File: src/rtl/lane_hs_sequencer.sv
module lane_hs_sequencer #(
  parameter int TW = 8
) (
  input  logic          clk,
  input  logic          rst_n,
  input  logic          hs_req,
  input  logic          data_end,
  input  logic [4*TW-1:0] dat_timing,
  input  logic [4*TW-1:0] clk_timing,
  input  logic [4*TW-1:0] clk_timing2,
  output logic [2:0]    clk_lane,
  output logic [2:0]    dat_lane,
  output logic          data_ready
);

  localparam int CW = TW + 2;
  localparam logic [2:0] ST_STOP   = 3'd0;
  localparam logic [2:0] ST_REQ    = 3'd1;
  localparam logic [2:0] ST_BRIDGE = 3'd2;
  localparam logic [2:0] ST_ZERO   = 3'd3;
  localparam logic [2:0] ST_DATA   = 3'd4;
  localparam logic [2:0] ST_TRAIL  = 3'd5;

  typedef enum logic [3:0] {
    P_IDLE, P_CLPX, P_CPREP, P_CZERO, P_CPRE,
    P_DLPX, P_DPREP, P_DZERO, P_DDATA, P_DTRAIL,
    P_CPOST, P_CTRAIL, P_EXIT
  } phase_t;

  phase_t phase, nxt;
  logic [CW-1:0] cnt, load;
  logic          in_data;

  wire [TW-1:0] f_exit   = dat_timing[4*TW-1:3*TW];
  wire [TW-1:0] f_trail  = dat_timing[3*TW-1:2*TW];
  wire [TW-1:0] f_zero   = dat_timing[2*TW-1:TW];
  wire [TW-1:0] f_prep   = dat_timing[TW-1:0];
  wire [TW-1:0] f_ctrail = clk_timing[4*TW-1:3*TW];
  wire [TW-1:0] f_cpost  = clk_timing[3*TW-1:2*TW];
  wire [TW-1:0] f_czero  = clk_timing[2*TW-1:TW];
  wire [TW-1:0] f_lpx    = clk_timing[TW-1:0];
  wire [TW-1:0] f_cprep  = clk_timing2[3*TW-1:2*TW];
  wire [TW-1:0] f_cpre   = clk_timing2[2*TW-1:TW];

  function automatic logic [CW-1:0] span(input logic [TW-1:0] f, input logic [CW-1:0] off);
    return CW'(f) + off;
  endfunction

  always_comb begin
    nxt = phase;
    case (phase)
      P_IDLE:  if (hs_req) nxt = P_CLPX;
      P_DDATA: if (data_end) nxt = P_DTRAIL;
      P_EXIT:  if (cnt == '0) nxt = P_IDLE;
      default: if (cnt == '0) nxt = phase_t'(phase + 4'd1);
    endcase
  end

  always_comb begin
    case (nxt)
      P_CLPX:   load = span(f_lpx, CW'(1));
      P_CPREP:  load = span(f_cprep, CW'(1));
      P_CZERO:  load = span(f_czero, CW'(1));
      P_CPRE:   load = span(f_cpre, CW'(1));
      P_DLPX:   load = span(f_lpx, CW'(1));
      P_DPREP:  load = span(f_prep, CW'(1));
      P_DZERO:  load = span(f_zero, CW'(3));
      P_DTRAIL: load = (f_trail == '0) ? CW'(1) : span(f_trail, CW'(0));
      P_CPOST:  load = span(f_cpost, CW'(1));
      P_CTRAIL: load = span(f_ctrail, CW'(1));
      P_EXIT:   load = span(f_exit, CW'(1));
      default:  load = CW'(1);
    endcase
  end

  always_ff @(posedge clk) begin
    if (!rst_n) begin
      phase   <= P_IDLE;
      cnt     <= '0;
      in_data <= 1'b0;
    end else begin
      phase   <= nxt;
      in_data <= (phase == P_DDATA);
      if (nxt != phase)     cnt <= load - CW'(1);
      else if (cnt != '0)   cnt <= cnt - CW'(1);
    end
  end

  always_comb begin
    clk_lane = ST_DATA;
    dat_lane = ST_STOP;
    case (phase)
      P_IDLE, P_EXIT: clk_lane = ST_STOP;
      P_CLPX:   clk_lane = ST_REQ;
      P_CPREP:  clk_lane = ST_BRIDGE;
      P_CZERO:  clk_lane = ST_ZERO;
      P_DLPX:   dat_lane = ST_REQ;
      P_DPREP:  dat_lane = ST_BRIDGE;
      P_DZERO:  dat_lane = ST_ZERO;
      P_DDATA:  dat_lane = ST_DATA;
      P_DTRAIL: dat_lane = ST_TRAIL;
      P_CTRAIL: clk_lane = ST_TRAIL;
      default: ;
    endcase
  end

  assign data_ready = (phase == P_DDATA) && !in_data;


  ready_single_chk: assert property (@(posedge clk) disable iff (!rst_n)
    data_ready |=> !data_ready);


  data_to_trail_chk: assert property (@(posedge clk) disable iff (!rst_n)
    (dat_lane == ST_DATA) |=> (dat_lane == ST_DATA || dat_lane == ST_TRAIL));


  exit_ignores_req_chk: assert property (@(posedge clk) disable iff (!rst_n)
    (phase == P_EXIT && hs_req) |=> (phase == P_EXIT || phase == P_IDLE));


  clock_covers_data_chk: assert property (@(posedge clk) disable iff (!rst_n)
    (dat_lane != ST_STOP) |-> (clk_lane == ST_DATA));


  end_outside_data_chk: assert property (@(posedge clk) disable iff (!rst_n)
    (data_end && phase != P_DDATA && phase != P_IDLE && phase != P_DTRAIL) |=> (dat_lane != ST_TRAIL || $past(dat_lane) == ST_TRAIL));

endmodule

File: config.mk
export PLATFORM = sky130hd
export DESIGN_NAME = lane_hs_sequencer
export DESIGN_NICKNAME = d
export VERILOG_FILES = /design/src/rtl/lane_hs_sequencer.sv
export SDC_FILE = /design/constraint.sdc
export NUM_CORES = 1
export LEC_CHECK = 0
export BUFFER_PORTS_ARGS = -buffer_cell sky130_fd_sc_hd__buf_2
export CORE_MARGIN = 8
export CORE_UTILIZATION = 35
export DETAILED_ROUTE_END_ITERATION = 12
export GPL_TIMING_DRIVEN = 0
export SLEW_MARGIN = 20
export SYNTH_ARGS = -nofsm -noshare
export SYNTH_HDL_FRONTEND = slang
export SYNTH_SLANG_ARGS = --single-unit
File: constraint.sdc
create_clock -name clk -period 6 [get_ports clk]
set_input_delay 1.2 -clock clk [delete_from_list [all_inputs] [get_ports clk]]
set_output_delay 1.2 -clock clk [all_outputs]
set_load 0.01 [all_outputs]
==> results.md <==
• 15 — clock tree sinks
• sky130_fd_sc_hd__nand2_1 (33), sky130_fd_sc_hd__nor2_1 (28), sky130_fd_sc_hd__nand3_1 (21) — top post-synthesis cells by count
• 0.00130 uW — Lkg Pwr
• 0 — endpoints failing setup
• 10 — maximum fanout along the worst path
• or4_1 -> buf_2 -> or3_1 -> ha_1 -> nand2_1 -> o211ai_1 -> o2bb2ai_1 -> clkbuf_1 -> clkbuf_1 -> nand3_1 -> a211oi_1 -> a2111oi_4 -> nor4_2 -> a211o_1 -> nand3_1 -> nor4_4 -> a311o_1 -> nand2_1 — Critical Path, Cell by Cell
• 0 — FFs w/ async S/R, synth
• 14600 um — global-route wire length before repair
• 2982 — via count of the first global-routing pass
• 107 — # IOs
• 452 — post-synth net total
• 7410 um — Post-DP HPWL
• sky130_fd_sc_hd__dfxtp_1 (12%), sky130_fd_sc_hd__nand2_1 (5.0%), sky130_fd_sc_hd__mux2i_1 (4.4%) — synth top area cells
• 0.55 ns — largest stage delay on the critical path
• flop to flop — Worst Setup Path Type
• 1500 uW — overall power of the completed layout
• 70 — synth unique cells
• 0.00265 ns — Worst Clk Skew
• 0.912 ns — measured slew at the worst slew-check pin
• 0 — total global routing overflow
• completed — outcome
• 0.365 — initial cell density of the core
• 100 um — horizontal die dimension
• 0 — Slew Viols, Final
• done — clock tree from TritonCTS
• 344 — synthesized instance count
• 3 — TritonCTS Buffers
• 114 — number of DRC markers after the initial detailed-route iteration
• 530 — total placed cells including tap cells
• 0.306 — fraction of layout instances using a drive strength above 1
• 0 — number of routed nets with antenna violations
• 0 — DRC errors left
• 15 — register bit total from synthesis
• no — unrepaired setup endpoints after global routing
• 534 — number of standard cells in the layout, taps in and fillers out
• 0 — antenna diode instance count
• 0.806 ns — final critical-path setup slack
• 8970 um — total wire length
• 0 — total count of hold-check failures in the final report
• 0 — hold buffers post-CTS
• 2 — largest buffer count on any clock path
• 2490 um^2 — area of the mapped netlist
• 11 — maximum number of pins on one net before global-route repair
• 6.14 ns — Data required, critical path
• 0.880 ns — Setup Slack @ Placement
• 482 nW/um^2 — P per Cell Area
• 547 — Post-layout nets
• 100 um — die extent in y
• 1 — number of H-tree levels
• 0.24 ns — clock network latency to the later pin of the worst-skew pair
• 5.19 ns — crit path time final
• 0.866 — final period utilization
• 24.7% — area grow syn2layout
• 0 — yosys warns
• sky130_fd_sc_hd__nand2_1 — leading cell type by number of instances after synthesis
• 0 ns — setup TNS after final layout
• 0.06 ns — Worst-path clk slew
• 6830 um^2 — Core Area
• sky130_fd_sc_hd__dfxtp_1 — Synth area leader
• flop — type of element capturing the critical path
• 10100 um^2 — Die Area
• sky130_fd_sc_hd__or4_1 — slowest stage cell on the critical path
• 0.923 — routability cong.
• 0 — MaxCap Viol Count
• sky130_fd_sc_hd__clkbuf_8 — clock root buffer master
• 16.8 um — average wire per cell in the routed design
• 0.000394 V — VDD IR-drop max
• 0.120 — top-area cell type share of the netlist area
• 5.60 — via density per instance
• 0.174 — overall routing resource usage
• flop — Worst setup SP type
• 0 — buffers inserted by post-CTS timing repair
• 0 — Post-synth EDFFs
• 0 — initial antenna violation count
• 0.455 — share of the core filled with cells in the final layout
• flop to flop — worst min-delay path class
• 0.120 — post-synthesis sequential area ratio
• 0.388 — relative slew slack
• 7.25 um^2 — Avg Inst Size Synth
• 90 — buffers added on ports
• 5.33 ns — data arrival time of the worst path
• sky130_fd_sc_hd__dfxtp_1 — most used flip-flop cell after synthesis
• 2988 — total via count after detailed routing
• 193 MHz — achievable clock frequency
• 4 — count of TritonRoute iterations in the first routing pass
• 0 — total of cells resized after clock tree synthesis
• 30 — site row count
==> critical path, delay by kind of cell (launching register included) <==
kind / cells / cell delay [ns]
AOI/OAI and AO/OA: 6 / 1.48
adders and majority gates: 1 / 0.22
buffers and inverters: 3 / 1.09
DFF: 1 / 0.32
and+or+nand+nor: 8 / 1.97
==> registers in the layout, indices dropped and copies added (netlist names) <==
name	cells
in_data	1
phase	4
cnt	10
==> routing by layer <==
metal	wire, um	vias up	GRT usage
met5	0	-	0
met1	4050	1360	0.216
li1	-	1511	-
met3	608	14	0.0311
met2	4110	103	0.292
met4	206	0	0.0616
==> layout by cell type, fill, tap and decap left out, types with 3 or more instances in the layout <==
master	count
sky130_fd_sc_hd__or4_1	3
sky130_fd_sc_hd__nor4_1	4
sky130_fd_sc_hd__o21a_1	3
sky130_fd_sc_hd__a21oi_1	17
sky130_fd_sc_hd__a211oi_1	6
sky130_fd_sc_hd__inv_1	7
sky130_fd_sc_hd__o211ai_1	7
sky130_fd_sc_hd__nand3_1	21
sky130_fd_sc_hd__or2_2	3
sky130_fd_sc_hd__nand3b_1	3
sky130_fd_sc_hd__a211o_1	9
sky130_fd_sc_hd__and3_1	5
sky130_fd_sc_hd__xnor2_1	5
sky130_fd_sc_hd__dfxtp_1	15
sky130_fd_sc_hd__xor2_1	6
sky130_fd_sc_hd__nand2b_1	8
sky130_fd_sc_hd__a31oi_1	4
sky130_fd_sc_hd__nor3_1	13
sky130_fd_sc_hd__a32oi_1	4
sky130_fd_sc_hd__buf_6	3
sky130_fd_sc_hd__and2_1	5
sky130_fd_sc_hd__o21ai_0	20
sky130_fd_sc_hd__o2bb2ai_1	4
sky130_fd_sc_hd__clkbuf_8	3
sky130_fd_sc_hd__nand2_1	33
sky130_fd_sc_hd__mux2i_1	11
sky130_fd_sc_hd__nor2_1	28
sky130_fd_sc_hd__ha_1	8
sky130_fd_sc_hd__nand4_1	12
sky130_fd_sc_hd__buf_2	100
sky130_fd_sc_hd__clkbuf_1	11
sky130_fd_sc_hd__o22ai_1	6
==> per-stage QoR <==
step           hold slack (ns)  instance area, um^2
2_1_floorplan            0.529                 2490
3_3_place_gp             0.551                 3060
3_5_place_dp             0.568                 3060
4_1_cts                  0.576                 3110
5_1_grt                  0.628                 3110
6_report                 0.580                 3110
==> cell type report <==
cell class	instances	area (um^2)
buffer	25	133
clock buffer	4	45.0
fill	749	3720
inverter	7	26.3
multi-input combinational	297	2030
sequential	15	300
tap	96	120
timing repair buffer	90	450
==> where the power goes <==
group	leakage (uW)	switching [uW]	internal, uW
registers	0.000123	20.4	131
clock network	0.0000228	32.0	46.9
logic	0.00115	786	480
==> logic make-up (layout without fill, tap and decap cells) <==
logic type      count (synthesis)  after routing  share of synthesized area
xor+xnor                       11             11                     0.0387
flops                          15             15                      0.120
fa+ha+maj                       8              8                     0.0402
compound gates                106            106                      0.324
simple gates                  160            160                      0.364
mux                            12             12                     0.0487
buf+inv                        32            126                     0.0638
==> worst paths after layout <==
path	startpoint	end	slack (ns)	depth (start not counted)
min	cnt[9]$_SDFFE_PN0P_	cnt[9]$_SDFFE_PN0P_	0.58	3
max	cnt[9]$_SDFFE_PN0P_	cnt[9]$_SDFFE_PN0P_	0.81	18
max reg2reg	cnt[9]$_SDFFE_PN0P_	cnt[9]$_SDFFE_PN0P_	0.81	18
min reg2reg	cnt[9]$_SDFFE_PN0P_	cnt[9]$_SDFFE_PN0P_	0.58	3
Power figures use the tool's default switching activity.
